`src/rtl/rxrd_pkg.sv`:
```
package rxrd_pkg;

  // byte the shifter should send next
  typedef enum logic [2:0] {
    TX_FILL,
    TX_WIDTH,
    TX_FLUSH,
    TX_READ,
    TX_WRSTAT,
    TX_CLRVAL
  } txSel_e;

  // which command frame is in flight
  typedef enum logic [2:0] {
    FR_STAT,
    FR_WIDTH,
    FR_FLUSH,
    FR_READ,
    FR_CLEAR
  } frame_e;

  // control -> datapath strobes
  typedef struct packed {
    logic   go;
    txSel_e txSel;
    logic   latchReq;
    logic   capWidth;
    logic   decLen;
    logic   emitByte;
    logic   setZero;
    logic   setErr;
    logic   setCount;
  } dpCtl_t;

  // datapath -> control conditions
  typedef struct packed {
    logic byteDone;
    logic pipeBad;
    logic countNone;
    logic readable;
    logic widthBad;
    logic lenZero;
    logic lenLast;
  } dpFlag_t;

  localparam logic [7:0] BYTE_FILL   = 8'hFF;
  localparam logic [7:0] BYTE_WIDTH  = 8'h60;
  localparam logic [7:0] BYTE_FLUSH  = 8'hE2;
  localparam logic [7:0] BYTE_READ   = 8'h61;
  localparam logic [7:0] BYTE_WRSTAT = 8'h27;
  localparam logic [7:0] BYTE_CLRVAL = 8'h40;

endpackage

```
`src/rtl/rxrd_spi_shifter.sv`:
```
module rxrd_spi_shifter #(
  parameter int CLK_DIV = 2
) (
  input  logic       clk,
  input  logic       rstN,
  input  logic       go,
  input  logic [7:0] txByte,
  input  logic       miso,
  output logic       sclk,
  output logic       mosi,
  output logic [7:0] rxByte,
  output logic       byteDone
);

  localparam int DIV_W = (CLK_DIV > 1) ? $clog2(CLK_DIV) : 1;
  localparam logic [DIV_W-1:0] DIV_LAST = DIV_W'(CLK_DIV - 1);

  logic             active;
  logic [DIV_W-1:0] divCnt;
  logic [2:0]       bitCnt;
  logic [7:0]       txSh;
  logic [7:0]       rxSh;
  logic             sclkQ;
  logic             doneQ;

  always_ff @(posedge clk or negedge rstN) begin
    if (!rstN) begin
      active <= 1'b0;
      divCnt <= '0;
      bitCnt <= '0;
      txSh   <= '0;
      rxSh   <= '0;
      sclkQ  <= 1'b0;
      doneQ  <= 1'b0;
    end else begin
      doneQ <= 1'b0;
      if (!active) begin
        if (go) begin
          active <= 1'b1;
          txSh   <= txByte;
          divCnt <= '0;
          bitCnt <= '0;
          sclkQ  <= 1'b0;
        end
      end else if (divCnt == DIV_LAST) begin
        divCnt <= '0;
        if (!sclkQ) begin
          // rising edge: capture the radio's bit
          sclkQ <= 1'b1;
          rxSh  <= {rxSh[6:0], miso};
        end else begin
          // falling edge: advance to the next bit or finish
          sclkQ <= 1'b0;
          if (bitCnt == 3'd7) begin
            active <= 1'b0;
            doneQ  <= 1'b1;
          end else begin
            bitCnt <= bitCnt + 3'd1;
            txSh   <= {txSh[6:0], 1'b0};
          end
        end
      end else begin
        divCnt <= divCnt + 1'b1;
      end
    end
  end

  assign sclk     = sclkQ;
  assign mosi     = txSh[7];
  assign rxByte   = rxSh;
  assign byteDone = doneQ;

endmodule

```
`src/rtl/rxrd_datapath.sv`:
```
module rxrd_datapath
  import rxrd_pkg::*;
#(
  parameter int CLK_DIV   = 2,
  parameter int NUM_PIPES = 6,
  parameter int MAX_LEN   = 32,
  parameter int RES_W     = 8
) (
  input  logic                    clk,
  input  logic                    rstN,
  input  dpCtl_t                  ctl,
  output dpFlag_t                 flag,
  input  logic [2:0]              pipeReq,
  input  logic signed [RES_W-1:0] countReq,
  input  logic                    miso,
  output logic                    sclk,
  output logic                    mosi,
  output logic signed [RES_W-1:0] result,
  output logic [7:0]              dataOut,
  output logic                    dataValid
);

  localparam int LEN_W = $clog2(MAX_LEN + 1);

  logic [7:0]       txByte;
  logic [7:0]       rxByte;
  logic             byteDone;
  logic [2:0]       pipeQ;
  logic [LEN_W-1:0] countQ;
  logic [LEN_W-1:0] lenQ;
  logic [LEN_W-1:0] totQ;
  logic [LEN_W-1:0] reqClamp;
  logic [LEN_W-1:0] widthPick;

  always_comb begin
    unique case (ctl.txSel)
      TX_WIDTH:  txByte = BYTE_WIDTH;
      TX_FLUSH:  txByte = BYTE_FLUSH;
      TX_READ:   txByte = BYTE_READ;
      TX_WRSTAT: txByte = BYTE_WRSTAT;
      TX_CLRVAL: txByte = BYTE_CLRVAL;
      default:   txByte = BYTE_FILL;
    endcase
  end

  rxrd_spi_shifter #(.CLK_DIV(CLK_DIV)) u_shift (
    .clk      (clk),
    .rstN     (rstN),
    .go       (ctl.go),
    .txByte   (txByte),
    .miso     (miso),
    .sclk     (sclk),
    .mosi     (mosi),
    .rxByte   (rxByte),
    .byteDone (byteDone)
  );

  // request clamp and length choice
  assign reqClamp  = (int'(countReq) > MAX_LEN) ? LEN_W'(MAX_LEN) : countReq[LEN_W-1:0];
  assign widthPick = (int'(rxByte) < int'(countQ)) ? rxByte[LEN_W-1:0] : countQ;

  always_comb begin
    flag.byteDone  = byteDone;
    flag.pipeBad   = int'(pipeReq) >= NUM_PIPES;
    flag.countNone = countReq[RES_W-1] || (countReq == '0);
    flag.readable  = rxByte[6] && (rxByte[3:1] == pipeQ);
    flag.widthBad  = int'(rxByte) > MAX_LEN;
    flag.lenZero   = (lenQ == '0);
    flag.lenLast   = (lenQ == LEN_W'(1));
  end

  always_ff @(posedge clk or negedge rstN) begin
    if (!rstN) begin
      pipeQ     <= '0;
      countQ    <= '0;
      lenQ      <= '0;
      totQ      <= '0;
      result    <= '0;
      dataOut   <= '0;
      dataValid <= 1'b0;
    end else begin
      dataValid <= 1'b0;
      if (ctl.latchReq) begin
        pipeQ  <= pipeReq;
        countQ <= reqClamp;
      end
      if (ctl.capWidth) begin
        lenQ <= widthPick;
        totQ <= widthPick;
      end else if (ctl.decLen) begin
        lenQ <= lenQ - LEN_W'(1);
      end
      if (ctl.emitByte) begin
        dataOut   <= rxByte;
        dataValid <= 1'b1;
      end
      if (ctl.setZero)       result <= '0;
      else if (ctl.setErr)   result <= '1;
      else if (ctl.setCount) result <= RES_W'(totQ);
    end
  end

endmodule

```
`src/rtl/rxrd_ctrl.sv`:
```
module rxrd_ctrl
  import rxrd_pkg::*;
#(
  parameter int CLK_DIV = 2
) (
  input  logic    clk,
  input  logic    rstN,
  input  logic    start,
  input  dpFlag_t flag,
  output dpCtl_t  ctl,
  output logic    csN,
  output logic    busy,
  output logic    done
);

  localparam int GAP_CYC = 2 * CLK_DIV;
  localparam int GAP_W   = $clog2(GAP_CYC + 1);

  typedef enum logic [2:0] {S_IDLE, S_GAP, S_SEND, S_WAIT, S_DONE} state_e;

  state_e           stateQ, stateD;
  frame_e           frameQ, frameD;
  logic             idxQ, idxD;
  logic [GAP_W-1:0] gapQ, gapD;
  txSel_e           txSelC;

  // byte to drive for the current frame position
  always_comb begin
    txSelC = TX_FILL;
    if (!idxQ) begin
      unique case (frameQ)
        FR_WIDTH: txSelC = TX_WIDTH;
        FR_FLUSH: txSelC = TX_FLUSH;
        FR_READ:  txSelC = TX_READ;
        FR_CLEAR: txSelC = TX_WRSTAT;
        default:  txSelC = TX_FILL;
      endcase
    end else if (frameQ == FR_CLEAR) begin
      txSelC = TX_CLRVAL;
    end
  end

  always_comb begin
    ctl       = '0;
    ctl.txSel = txSelC;
    stateD    = stateQ;
    frameD    = frameQ;
    idxD      = idxQ;
    gapD      = gapQ;

    unique case (stateQ)
      S_IDLE: begin
        if (start) begin
          ctl.latchReq = 1'b1;
          if (flag.pipeBad) begin
            ctl.setErr = 1'b1;
            stateD     = S_DONE;
          end else if (flag.countNone) begin
            ctl.setZero = 1'b1;
            stateD      = S_DONE;
          end else begin
            frameD = FR_STAT;
            idxD   = 1'b0;
            gapD   = '0;
            stateD = S_GAP;
          end
        end
      end

      S_GAP: begin
        if (gapQ == GAP_W'(GAP_CYC - 1)) stateD = S_SEND;
        else gapD = gapQ + 1'b1;
      end

      S_SEND: begin
        ctl.go = 1'b1;
        stateD = S_WAIT;
      end

      S_WAIT: begin
        if (flag.byteDone) begin
          unique case (frameQ)
            FR_STAT: begin
              if (flag.readable) begin
                frameD = FR_WIDTH;
                idxD   = 1'b0;
                gapD   = '0;
                stateD = S_GAP;
              end else begin
                ctl.setZero = 1'b1;
                stateD      = S_DONE;
              end
            end
            FR_WIDTH: begin
              if (!idxQ) begin
                idxD   = 1'b1;
                stateD = S_SEND;
              end else begin
                if (flag.widthBad) begin
                  frameD = FR_FLUSH;
                end else begin
                  ctl.capWidth = 1'b1;
                  frameD       = FR_READ;
                end
                idxD   = 1'b0;
                gapD   = '0;
                stateD = S_GAP;
              end
            end
            FR_FLUSH: begin
              ctl.setErr = 1'b1;
              stateD     = S_DONE;
            end
            FR_READ: begin
              if (!idxQ) begin
                if (flag.lenZero) begin
                  frameD = FR_CLEAR;
                  gapD   = '0;
                  stateD = S_GAP;
                end else begin
                  idxD   = 1'b1;
                  stateD = S_SEND;
                end
              end else begin
                ctl.emitByte = 1'b1;
                ctl.decLen   = 1'b1;
                if (flag.lenLast) begin
                  frameD = FR_CLEAR;
                  idxD   = 1'b0;
                  gapD   = '0;
                  stateD = S_GAP;
                end else begin
                  stateD = S_SEND;
                end
              end
            end
            default: begin
              if (!idxQ) begin
                idxD   = 1'b1;
                stateD = S_SEND;
              end else begin
                ctl.setCount = 1'b1;
                stateD       = S_DONE;
              end
            end
          endcase
        end
      end

      default: stateD = S_IDLE;
    endcase
  end

  always_ff @(posedge clk or negedge rstN) begin
    if (!rstN) begin
      stateQ <= S_IDLE;
      frameQ <= FR_STAT;
      idxQ   <= 1'b0;
      gapQ   <= '0;
    end else begin
      stateQ <= stateD;
      frameQ <= frameD;
      idxQ   <= idxD;
      gapQ   <= gapD;
    end
  end

  assign csN  = !((stateQ == S_SEND) || (stateQ == S_WAIT));
  assign busy = (stateQ != S_IDLE);
  assign done = (stateQ == S_DONE);

endmodule

```
`src/rtl/rx_payload_reader.sv`:
```
module rx_payload_reader
  import rxrd_pkg::*;
#(
  parameter int CLK_DIV   = 2,
  parameter int NUM_PIPES = 6,
  parameter int MAX_LEN   = 32,
  parameter int RES_W     = 8
) (
  input  logic                    clk,
  input  logic                    rstN,
  input  logic                    start,
  input  logic [2:0]              pipeReq,
  input  logic signed [RES_W-1:0] countReq,
  output logic                    busy,
  output logic                    done,
  output logic signed [RES_W-1:0] result,
  output logic [7:0]              dataOut,
  output logic                    dataValid,
  output logic                    sclk,
  output logic                    mosi,
  input  logic                    miso,
  output logic                    csN
);

  dpCtl_t  ctl;
  dpFlag_t flag;

  rxrd_ctrl #(.CLK_DIV(CLK_DIV)) u_ctrl (
    .clk   (clk),
    .rstN  (rstN),
    .start (start),
    .flag  (flag),
    .ctl   (ctl),
    .csN   (csN),
    .busy  (busy),
    .done  (done)
  );

  rxrd_datapath #(
    .CLK_DIV   (CLK_DIV),
    .NUM_PIPES (NUM_PIPES),
    .MAX_LEN   (MAX_LEN),
    .RES_W     (RES_W)
  ) u_dp (
    .clk       (clk),
    .rstN      (rstN),
    .ctl       (ctl),
    .flag      (flag),
    .pipeReq   (pipeReq),
    .countReq  (countReq),
    .miso      (miso),
    .sclk      (sclk),
    .mosi      (mosi),
    .result    (result),
    .dataOut   (dataOut),
    .dataValid (dataValid)
  );

endmodule

```
`config.mk`:
```
export PLATFORM = sky130hd
export DESIGN_NAME = rx_payload_reader
export DESIGN_NICKNAME = d
export VERILOG_FILES = /design/src/rtl/rxrd_pkg.sv /design/src/rtl/rxrd_spi_shifter.sv /design/src/rtl/rxrd_datapath.sv /design/src/rtl/rxrd_ctrl.sv /design/src/rtl/rx_payload_reader.sv
export SDC_FILE = /design/constraint.sdc
export NUM_CORES = 1
export LEC_CHECK = 0
export BUFFER_PORTS_ARGS = -buffer_cell sky130_fd_sc_hd__buf_4
export CAP_MARGIN = 25
export CORE_ASPECT_RATIO = 1.25
export CORE_MARGIN = 3
export CORE_UTILIZATION = 50
export DETAILED_ROUTE_END_ITERATION = 10
export PLACE_DENSITY = 0.69
export SYNTH_ARGS = -nofsm -noshare
export SYNTH_HDL_FRONTEND = slang
export SYNTH_SLANG_ARGS = --single-unit
```
`constraint.sdc`:
```
create_clock -name clk -period 2.8 [get_ports clk]
set_input_delay 0.14 -clock clk [delete_from_list [all_inputs] [get_ports clk]]
set_output_delay 0.14 -clock clk [all_outputs]
set_load 0.02 [all_outputs]
```
==> impl_metrics.ini, run 1 <==
[finish]
layout_common_cells = dfrtp_1, buf_4, a21oi_1
fin_nets = 410
final_common_cell = dfrtp_1
fillers = 619
num_antenna_cells = 0
fin_area_um2 = 4240
area_growth_pct = 16.6
final_layout_size_suffix_gt1_share_pct = 22.2

[synthesis]
synth-async-reset-ratio_pct = 100
synth_ff_type = dfrtp_1
synth_cells = 342
synth_seq_area_share_pct = 48.1
netlist_area_um2 = 3640
synth-edff-count = 0
synth_cell_type_count = 55
syn_avg_cell_area_um2 = 10.6
yosys_register_bits = 70
syn_nets = 368
ys_warn_count = 0

[global_routing]
gr-usage-met2_pct = 33.2
grt_pass1_vias = 2638
antenna_found_initial = 0
use_met1_pct = 25.9
grt_max_degree = 71
grt.busiest_layer = met2
grt_usage_pct = 20.3
met3_usage_pct = 4.80
overflow = 0
grt_pass1_wl_um = 12700

[pwr]
peakVddDrop_uv = 538
cellLeakagePower_nw = 2.06
powerDensity_nw_per_um2 = 986
p_total_mw = 4.18

[worst_setup_path]
endpoint_kind = register
regToRegSetupSlack_ns = 0.49
cp-start-kind = register
cp.required_ns = 3.03
timing.rr.end = u_ctrl.frameQ[2]
crit_buf_inv = 1
crit_family = multiplexers
slowest_stage = nor3b_1
crit_chain = inv_1 -> ha_1 -> mux2_1 -> a21oi_2 -> o41ai_4 -> nor3b_1 -> mux2_2
cpPeakStageDelay_ns = 0.53
crit_fanout = 4
rr_startpoint = u_dp.lenQ[0]
r2r_cells = 7
critPathArrivalTime_ns = 2.54
crit_type = register to register

[clocking]
insertion_delay_ns = 0.35
cts-root-buf = clkbuf_8
cts.clk_slew.worst_paths_ns = 0.08
cts_tree = yes
clock-sinks = 70
cts_buffers = 9
cts_repair_resize_count = 0
cts.htree.levels = 3
clk_path_buf_depth = 2

[sta]
fin_crit_ns = 2.31
setup_viol = 0
drv_slew = 0
hold_viol = 0
fin_skew_ns = 0.00915
slew_headroom_pct = 41.5
grt_setup_unrepaired = no
fin_setup_tns_ns = 0
fin_crit_sh_pct = 82.6
fmax_mhz = 432
worstMarginPinSlew_ns = 0.878

[route]
wirelength_um = 7560
drt_pass1_iterations = 5
vias_per_cell = 5.46
post_drt_wl_per_cell_um = 15.8
drt_iter0_drc = 120
ant_nets = 0
drc = 0
vias = 2612

[min_path]
hp-start = miso
min_to = u_dp.u_shift.rxByte[0]
worstHoldPathCells = 2
hp-class = input port to register

[die]
die_w_um = 82.3
core-area_um2 = 7020
die-area_um2 = 8350
rows = 34
initial_core_util_pct = 51.9
die_y_um = 101
io_pins = 37

[placement]
numPortBuffers = 36
gp_congestion = 0.841
place_area_um2 = 3990
hpwl_um = 5540

[flow_run]
drv_cap = 0

[run_status]
status = finished, final reports clean
## worst max path at each step
stage          depth (start not counted)                to  slack (ns)              from
3_3_place_gp                           7  u_ctrl.frameQ[0]        0.60      u_dp.lenQ[0]
2_1_floorplan                          5    u_ctrl.gapQ[0]        0.71  u_ctrl.stateQ[2]
6_report                               7  u_ctrl.frameQ[2]        0.49      u_dp.lenQ[0]
3_5_place_dp                           7  u_ctrl.frameQ[2]        0.55      u_dp.lenQ[0]
4_1_cts                                7  u_ctrl.frameQ[2]        0.50      u_dp.lenQ[0]
5_1_grt                                7  u_ctrl.frameQ[0]        0.40      u_dp.lenQ[0]
## through the flow
step	worst slack (ns)	std cells	utilization (%)	hold slack, ns
final	0.487	478	60.4	0.0229
after global routing	0.397	478	60.4	0.00836
after CTS	0.502	478	60.4	0.00334
after detailed placement	0.555	459	56.9	0.319
after global placement	0.600	459	56.9	0.322
after floorplan	0.714	342	-	-0.156
## synth_stat cells (all sizes together) (2+ instances only)
master  instances  area (µm²)
nor3            8        45.0
a211oi          2        15.0
dfrtp          70        1750
a22o            5        43.8
o21ai          17        85.1
mux2i          24         240
nand3b          2        15.0
o22ai           2        18.8
nand3          10        50.1
a21oi          29         149
xor2            5        43.8
nor3b           3        22.5
clkbuf          5        18.8
nor4            2        27.5
a31oi           2        12.5
a22oi           2        15.0
nand4           3        18.8
ha             11         138
nor2           19        71.3
nor4b           2        23.8
xnor2           4        35.0
nor2b           3        18.8
or4b            2        23.8
o31ai           2        15.0
buf             8        42.5
nand2b          5        31.3
a21o            6        45.0
nand4b          2        17.5
mux2           24         282
and4            2        17.5
nand2          26        97.6
inv            22        82.6
## power by group
part / switching [mW] / leakage, nW / internal, mW
combinational: 0.853 / 1.07 / 0.767
clock: 0.393 / 0.0990 / 0.500
sequential: 0.354 / 0.890 / 1.31
total: 1.60 / 2.06 / 2.58
## cell type report
| class | count | area (µm²) | area share, % |
|---|---|---|---|
| tap | 90 | 113 | 2.65 |
| multi-input combinational | 237 | 1740 | 41.1 |
| timing repair buffer | 44 | 340 | 8.02 |
| inverter | 22 | 82.6 | 1.95 |
| sequential | 70 | 1750 | 41.3 |
| clock inverter | 5 | 83.8 | 1.98 |
| clock buffer | 10 | 128 | 3.01 |
## metal layers
layer	part of all wire, %	wire [µm]	up-vias
li1	-	-	1301
met1	45	3390	1255
met2	50	3770	42
met3	3.2	242	14
met4	2.0	151	0
met5	0	0	-
## registers in the layout, indices dropped and copies added (netlist names)
signal and flops:
u_dp.u_shift.rxByte 8, u_dp.u_shift.sclk 1, u_dp.u_shift.divCnt 1, u_dp.result 7, u_dp.dataOut 8, u_ctrl.gapQ 3
u_dp.pipeQ 3, u_dp.totQ 6, u_dp.u_shift.active 1, u_dp.dataValid 1, u_ctrl.frameQ 3, u_dp.countQ 6
u_dp.u_shift.byteDone 1, u_dp.u_shift.txSh 8, u_ctrl.idxQ 1, u_dp.lenQ 6, u_dp.u_shift.bitCnt 3, u_ctrl.stateQ 3
## cell families (layout without fill, tap and decap cells)
kind of cell	Yosys count	after routing	synth area share (%)
buffers and inverters	35	81	3.95
AO/OA/AOI/OAI	74	74	13.3
flip-flops	70	70	48.1
XOR/XNOR	9	9	2.17
multiplexers	48	48	14.3
adder cells (fa/ha/maj)	11	11	3.78
AND/OR/NAND/NOR	95	95	14.3
## timing repair
item	4_1_cts	5_1_grt
hold endpoints to repair	73	0
setup endpoints to repair	0	0
hold buffers	4	0
buffers inserted	0	0
No activity file was read; power rests on OpenSTA's default activity.
==> run 2: changes to the inputs <==
==> constraint.sdc (replaced) <==
create_clock -name clk -period 2.15 [get_ports clk]
set_input_delay 0.1075 -clock clk [delete_from_list [all_inputs] [get_ports clk]]
set_output_delay 0.1075 -clock clk [all_outputs]
set_load 0.02 [all_outputs]
==> impl_metrics.ini, run 2 (synthesis results as in run 1) <==
[worst_setup_path]
critPathArrivalTime_ns = 2.38
cp.required_ns = 2.39
crit_buf_inv = 0
regToRegSetupSlack_ns = 0.003
crit_family = simple AND/OR/NAND/NOR gates
endpoint_kind = register
rr_startpoint = u_dp.lenQ[3]
crit_chain = nor4_4 -> a21oi_2 -> o41ai_4 -> or4b_4 -> mux2_4
timing.rr.end = u_ctrl.gapQ[2]
crit_type = register to register
slowest_stage = or4b_4
cp-start-kind = register
r2r_cells = 5
cpPeakStageDelay_ns = 0.56
crit_fanout = 4

[sta]
timing.hold.ws_ns = 0.0440
fin_crit_sh_pct = 99.9
drv_slew = 0
slew_headroom_pct = 41.5
fin_setup_tns_ns = 0
fmax_mhz = 466
fin_crit_ns = 2.15
worstMarginPinSlew_ns = 0.877
fin_skew_ns = 0.00710
setup_viol = 0
grt_setup_unrepaired = yes
hold_viol = 0

[route]
drc = 0
post_drt_wl_per_cell_um = 15.7
drt_iter0_drc = 126
wirelength_um = 8160
drt_pass1_iterations = 4
vias_per_cell = 5.44
ant_nets = 0
vias = 2830

[finish]
final_common_cell = buf_4
final_layout_size_suffix_gt1_share_pct = 31.9
fin_nets = 451
fillers = 543
layout_common_cells = buf_4, dfrtp_1, a21oi_1
area_growth_pct = 28.0
fin_area_um2 = 4660
num_antenna_cells = 0
final_util_pct = 66.4

[die]
die-area_um2 = 8350
die_w_um = 82.3
rows = 34
io_pins = 37
core-area_um2 = 7020
die_y_um = 101
initial_core_util_pct = 51.9

[global_routing]
grt_pass1_wl_um = 13800
grt_pass1_vias = 2936
grt_max_degree = 71
grt_usage_pct = 21.7
antenna_found_initial = 0
overflow = 0

[pwr]
powerDensity_nw_per_um2 = 1290
p_total_mw = 6.00
cellLeakagePower_nw = 2.26
peakVddDrop_uv = 766

[clocking]
cts_buffers = 9
clk_path_buf_depth = 2
cts-root-buf = clkbuf_8
cts.htree.levels = 3
clock-sinks = 70
cts.clk_slew.worst_paths_ns = 0.08
cts_tree = yes
insertion_delay_ns = 0.35

[min_path]
worstHoldPathCells = 3
hp-start = countReq[5]
hp-class = input port to register
min_to = u_dp.countQ[5]

[run_status]
status = finished, final reports clean

[placement]
numPortBuffers = 36
gp_congestion = 0.844
place_area_um2 = 4190
hpwl_um = 5820

[flow_run]
drv_cap = 0
[run 2: cell count changes in the layout (fill, tap and decap cells not counted), sizes merged]
cell	before	now
clkinv	0	3
clkbuf	10	9
clkinvlp	2	1
buf	40	75
dlygate4sd3	4	10
[run 2: worst max path at each step]
| stage | endpoint | depth (start not counted) | slack [ns] | startpoint |
|---|---|---|---|---|
| after detailed placement | u_dp.totQ[0] | 8 | -0.02 | u_dp.countQ[4] |
| after global placement | u_ctrl.gapQ[1] | 7 | 0.07 | u_dp.lenQ[1] |
| after global routing | u_ctrl.gapQ[1] | 5 | -0.08 | u_dp.lenQ[3] |
| after floorplan | u_ctrl.gapQ[0] | 5 | 0.06 | u_ctrl.stateQ[2] |
| after CTS | u_ctrl.gapQ[2] | 5 | -0.02 | u_dp.lenQ[2] |
| final | u_ctrl.gapQ[2] | 5 | 0.003 | u_dp.lenQ[3] |
[run 2: per-stage QoR]
step / worst slack, ns / cells
3_3_place_gp: 0.0673 / 485
2_1_floorplan: 0.0636 / 342
6_report: 0.00284 / 520
5_1_grt: -0.0808 / 520
4_1_cts: -0.0213 / 518
3_5_place_dp: -0.0183 / 485
[run 2: metal layers]
metal	wire length (µm)	vias to the layer above	global-route usage [%]	part of all wire (%)
met4	173	0	8.31	2.1
met2	4280	49	36.8	53
met5	0	-	0	0
met3	263	16	5.16	3.2
li1	-	1392	-	-
met1	3440	1373	26.3	42
[run 2: area by class of cell]
type	count	area [µm²]	share of cell area [%]
Clock buffer	9	124	2.66
Clock inverter	7	97.6	2.10
Inverter	22	82.6	1.77
Multi-Input combinational cell	237	1820	39.1
Sequential cell	70	1750	37.6
Tap cell	90	113	2.42
Timing Repair Buffer	85	667	14.3
[run 2: power breakdown]
group          leakage, nW  internal, mW  total (mW)  switching, mW
Sequential           0.889          1.71        2.08          0.369
Combinational         1.26          1.35        2.73           1.38
Clock                0.111         0.658        1.19          0.529
Total                 2.26          3.72        6.00           2.28
[run 2: what timing repair did]
item                                    CTS  global route
cloned                                    0             0
hold endpoints to repair                 79             0
gates resized for setup                   5            15
buffers inserted                          7             2
endpoints found under the setup margin    5            19
hold buffers                             10             0
pin swaps                                 4             4
[run 2: worst reg2reg max path, delay by kind of cell (launching register included)]
| family | cells | cell delay, ns |
|---|---|---|
| AND/OR/NAND/NOR | 2 | 0.90 |
| multiplexers | 1 | 0.32 |
| flip-flops | 1 | 0.44 |
| AO/OA/AOI/OAI | 2 | 0.38 |
==> run 3: changes to the inputs <==
--- a/config.mk
+++ b/config.mk
@@ -11,7 +11,8 @@
 export CORE_MARGIN = 3
 export CORE_UTILIZATION = 50
 export DETAILED_ROUTE_END_ITERATION = 10
-export PLACE_DENSITY = 0.69
+export PLACE_DENSITY_LB_ADDON = 0.08
+export SETUP_SLACK_MARGIN = 0.5
 export SYNTH_ARGS = -nofsm -noshare
 export SYNTH_HDL_FRONTEND = slang
 export SYNTH_SLANG_ARGS = --single-unit
==> constraint.sdc (replaced) <==
create_clock -name clk -period 1.9 [get_ports clk]
set_input_delay 0.095 -clock clk [delete_from_list [all_inputs] [get_ports clk]]
set_output_delay 0.095 -clock clk [all_outputs]
set_load 0.02 [all_outputs]
==> impl_metrics.ini, run 3 (synthesis results as in run 1) <==
[worst_setup_path]
crit_family = simple AND/OR/NAND/NOR gates
startpoint = u_dp.lenQ[2]
cp-start-kind = register
crit_chain = nor4_4 -> a21oi_4 -> o41ai_4 -> or4b_4 -> mux2_4
crit_fanout = 4
cp.required_ns = 2.15
cpPeakStageDelay_ns = 0.57
crit_buf_inv = 0
critPathArrivalTime_ns = 2.41
endpoint_kind = register
slowest_stage = or4b_4
rr_startpoint = u_dp.lenQ[2]
crit_type = register to register

[sta]
fin_setup_tns_ns = -2.76
drv_slew = 0
fin_skew_ns = 0.0110
setup_viol = 19
slew_headroom_pct = 61.7
timing.hold.ws_ns = 0.0230
fin_crit_sh_pct = 114
hold_viol = 0
worstMarginPinSlew_ns = 0.575
setup_ws_ns = -0.259
grt_setup_unrepaired = yes
fin_crit_ns = 2.16
fmax_mhz = 463

[finish]
fin_nets = 509
num_antenna_cells = 0
fillers = 419
final_layout_size_suffix_gt1_share_pct = 52.7
area_growth_pct = 56.1
layout_common_cells = buf_4, dfrtp_1, buf_6
final_common_cell = buf_4
final_util_pct = 81.0
fin_area_um2 = 5680

[pwr]
pwr-share-seq_pct = 28.4
peakVddDrop_uv = 1060
p_total_mw = 8.52
intPower_mw = 5.15
switching_share_pct = 39.5
powerDensity_nw_per_um2 = 1500
comb_power_share_pct = 56.7
cellLeakagePower_nw = 2.68
switchingPower_mw = 3.37
clkPwrFrac_pct = 14.9

[die]
rows = 34
die-area_um2 = 8350
initial_core_util_pct = 51.9
io_pins = 37
core-area_um2 = 7020
die_w_um = 82.3
die_y_um = 101

[placement]
place_area_um2 = 4540
numPortBuffers = 36
gp_congestion = 0.835
hpwl_um = 6450

[global_routing]
grt_pass1_vias = 3301
overflow = 0
grt_pass1_wl_um = 16000
grt_max_degree = 32
antenna_found_initial = 0
grt_usage_pct = 25.1

[route]
drt_iter0_drc = 162
vias_per_cell = 5.55
ant_nets = 0
wirelength_um = 10500
drc = 0
post_drt_wl_per_cell_um = 18.1
drt_pass1_iterations = 4
vias = 3209

[run_status]
status = complete, but fails checks
failed_checks = negative setup slack

[clocking]
cts-root-buf = clkbuf_8
cts.clk_slew.worst_paths_ns = 0.09
cts.htree.levels = 3
clk_path_buf_depth = 2
clock-sinks = 70
cts_buffers = 9
insertion_delay_ns = 0.36
cts_tree = yes

[flow_run]
drv_cap = 0

[min_path]
hp-start = countReq[5]
hp-class = input port to register
-- run 3: worst register-to-register path: stages (launching register included) --
cell,delay [ns]
dfrtp_1,0.41
nor4_4,0.36
a21oi_4,0.12
o41ai_4,0.27
or4b_4,0.57
mux2_4,0.32
-- run 3: per-layer routing --
metal / up-vias / global-route usage, % / share of wire (%)
li1: 1505 / - / -
met1: 1612 / 30.1 / 39
met2: 67 / 43.8 / 55
met3: 25 / 3.29 / 2.9
met4: 0 / 11.9 / 2.7
met5: - / 0 / 0
-- run 3: power by group through the flow --
stage	clock [mW]	sequential, mW	combinational [mW]
after global placement	0	2.33	3.20
after global routing	1.35	2.48	5.18
after CTS	1.27	2.37	4.20
after detailed placement	0	2.36	3.29
final	1.27	2.42	4.84
after floorplan	0	2.37	2.00
-- run 3: metrics by stage --
stage	cells	setup WS, ns
final	578	-0.259
after global placement	512	-0.171
after global routing	578	-0.294
after detailed placement	512	-0.239
after CTS	561	-0.192
after floorplan	342	-0.139
-- run 3: final timing paths --
path	endpoint	slack [ns]	cells past startpoint
setup / recovery	u_ctrl.gapQ[2]	-0.26	5
hold / removal	u_dp.countQ[5]	0.02	3
setup reg to reg	u_ctrl.gapQ[2]	-0.26	5
hold reg to reg	u_dp.pipeQ[0]	0.52	2
max in group asynchronous	u_dp.u_shift.active	1.00	3
min in group asynchronous	u_ctrl.gapQ[1]	0.19	2
-- run 3: layout make-up --
class,count,area [µm²],share of cell area (%)
clock inverter,7,80.1,1.41
clock buffer,9,124,2.18
tap,90,113,1.98
sequential,70,1760,31.0
multi-input combinational,237,2270,40.0
inverter,22,87.6,1.54
timing repair buffer,143,1250,22.0
-- run 3: what timing repair did --
action	CTS	global route
setup endpoints to repair	64	61
gates resized for setup	91	44
endpoints found under the hold margin	38	0
buffers inserted	20	17
pin swaps	12	7
hold buffers	10	0
gates cloned	3	0
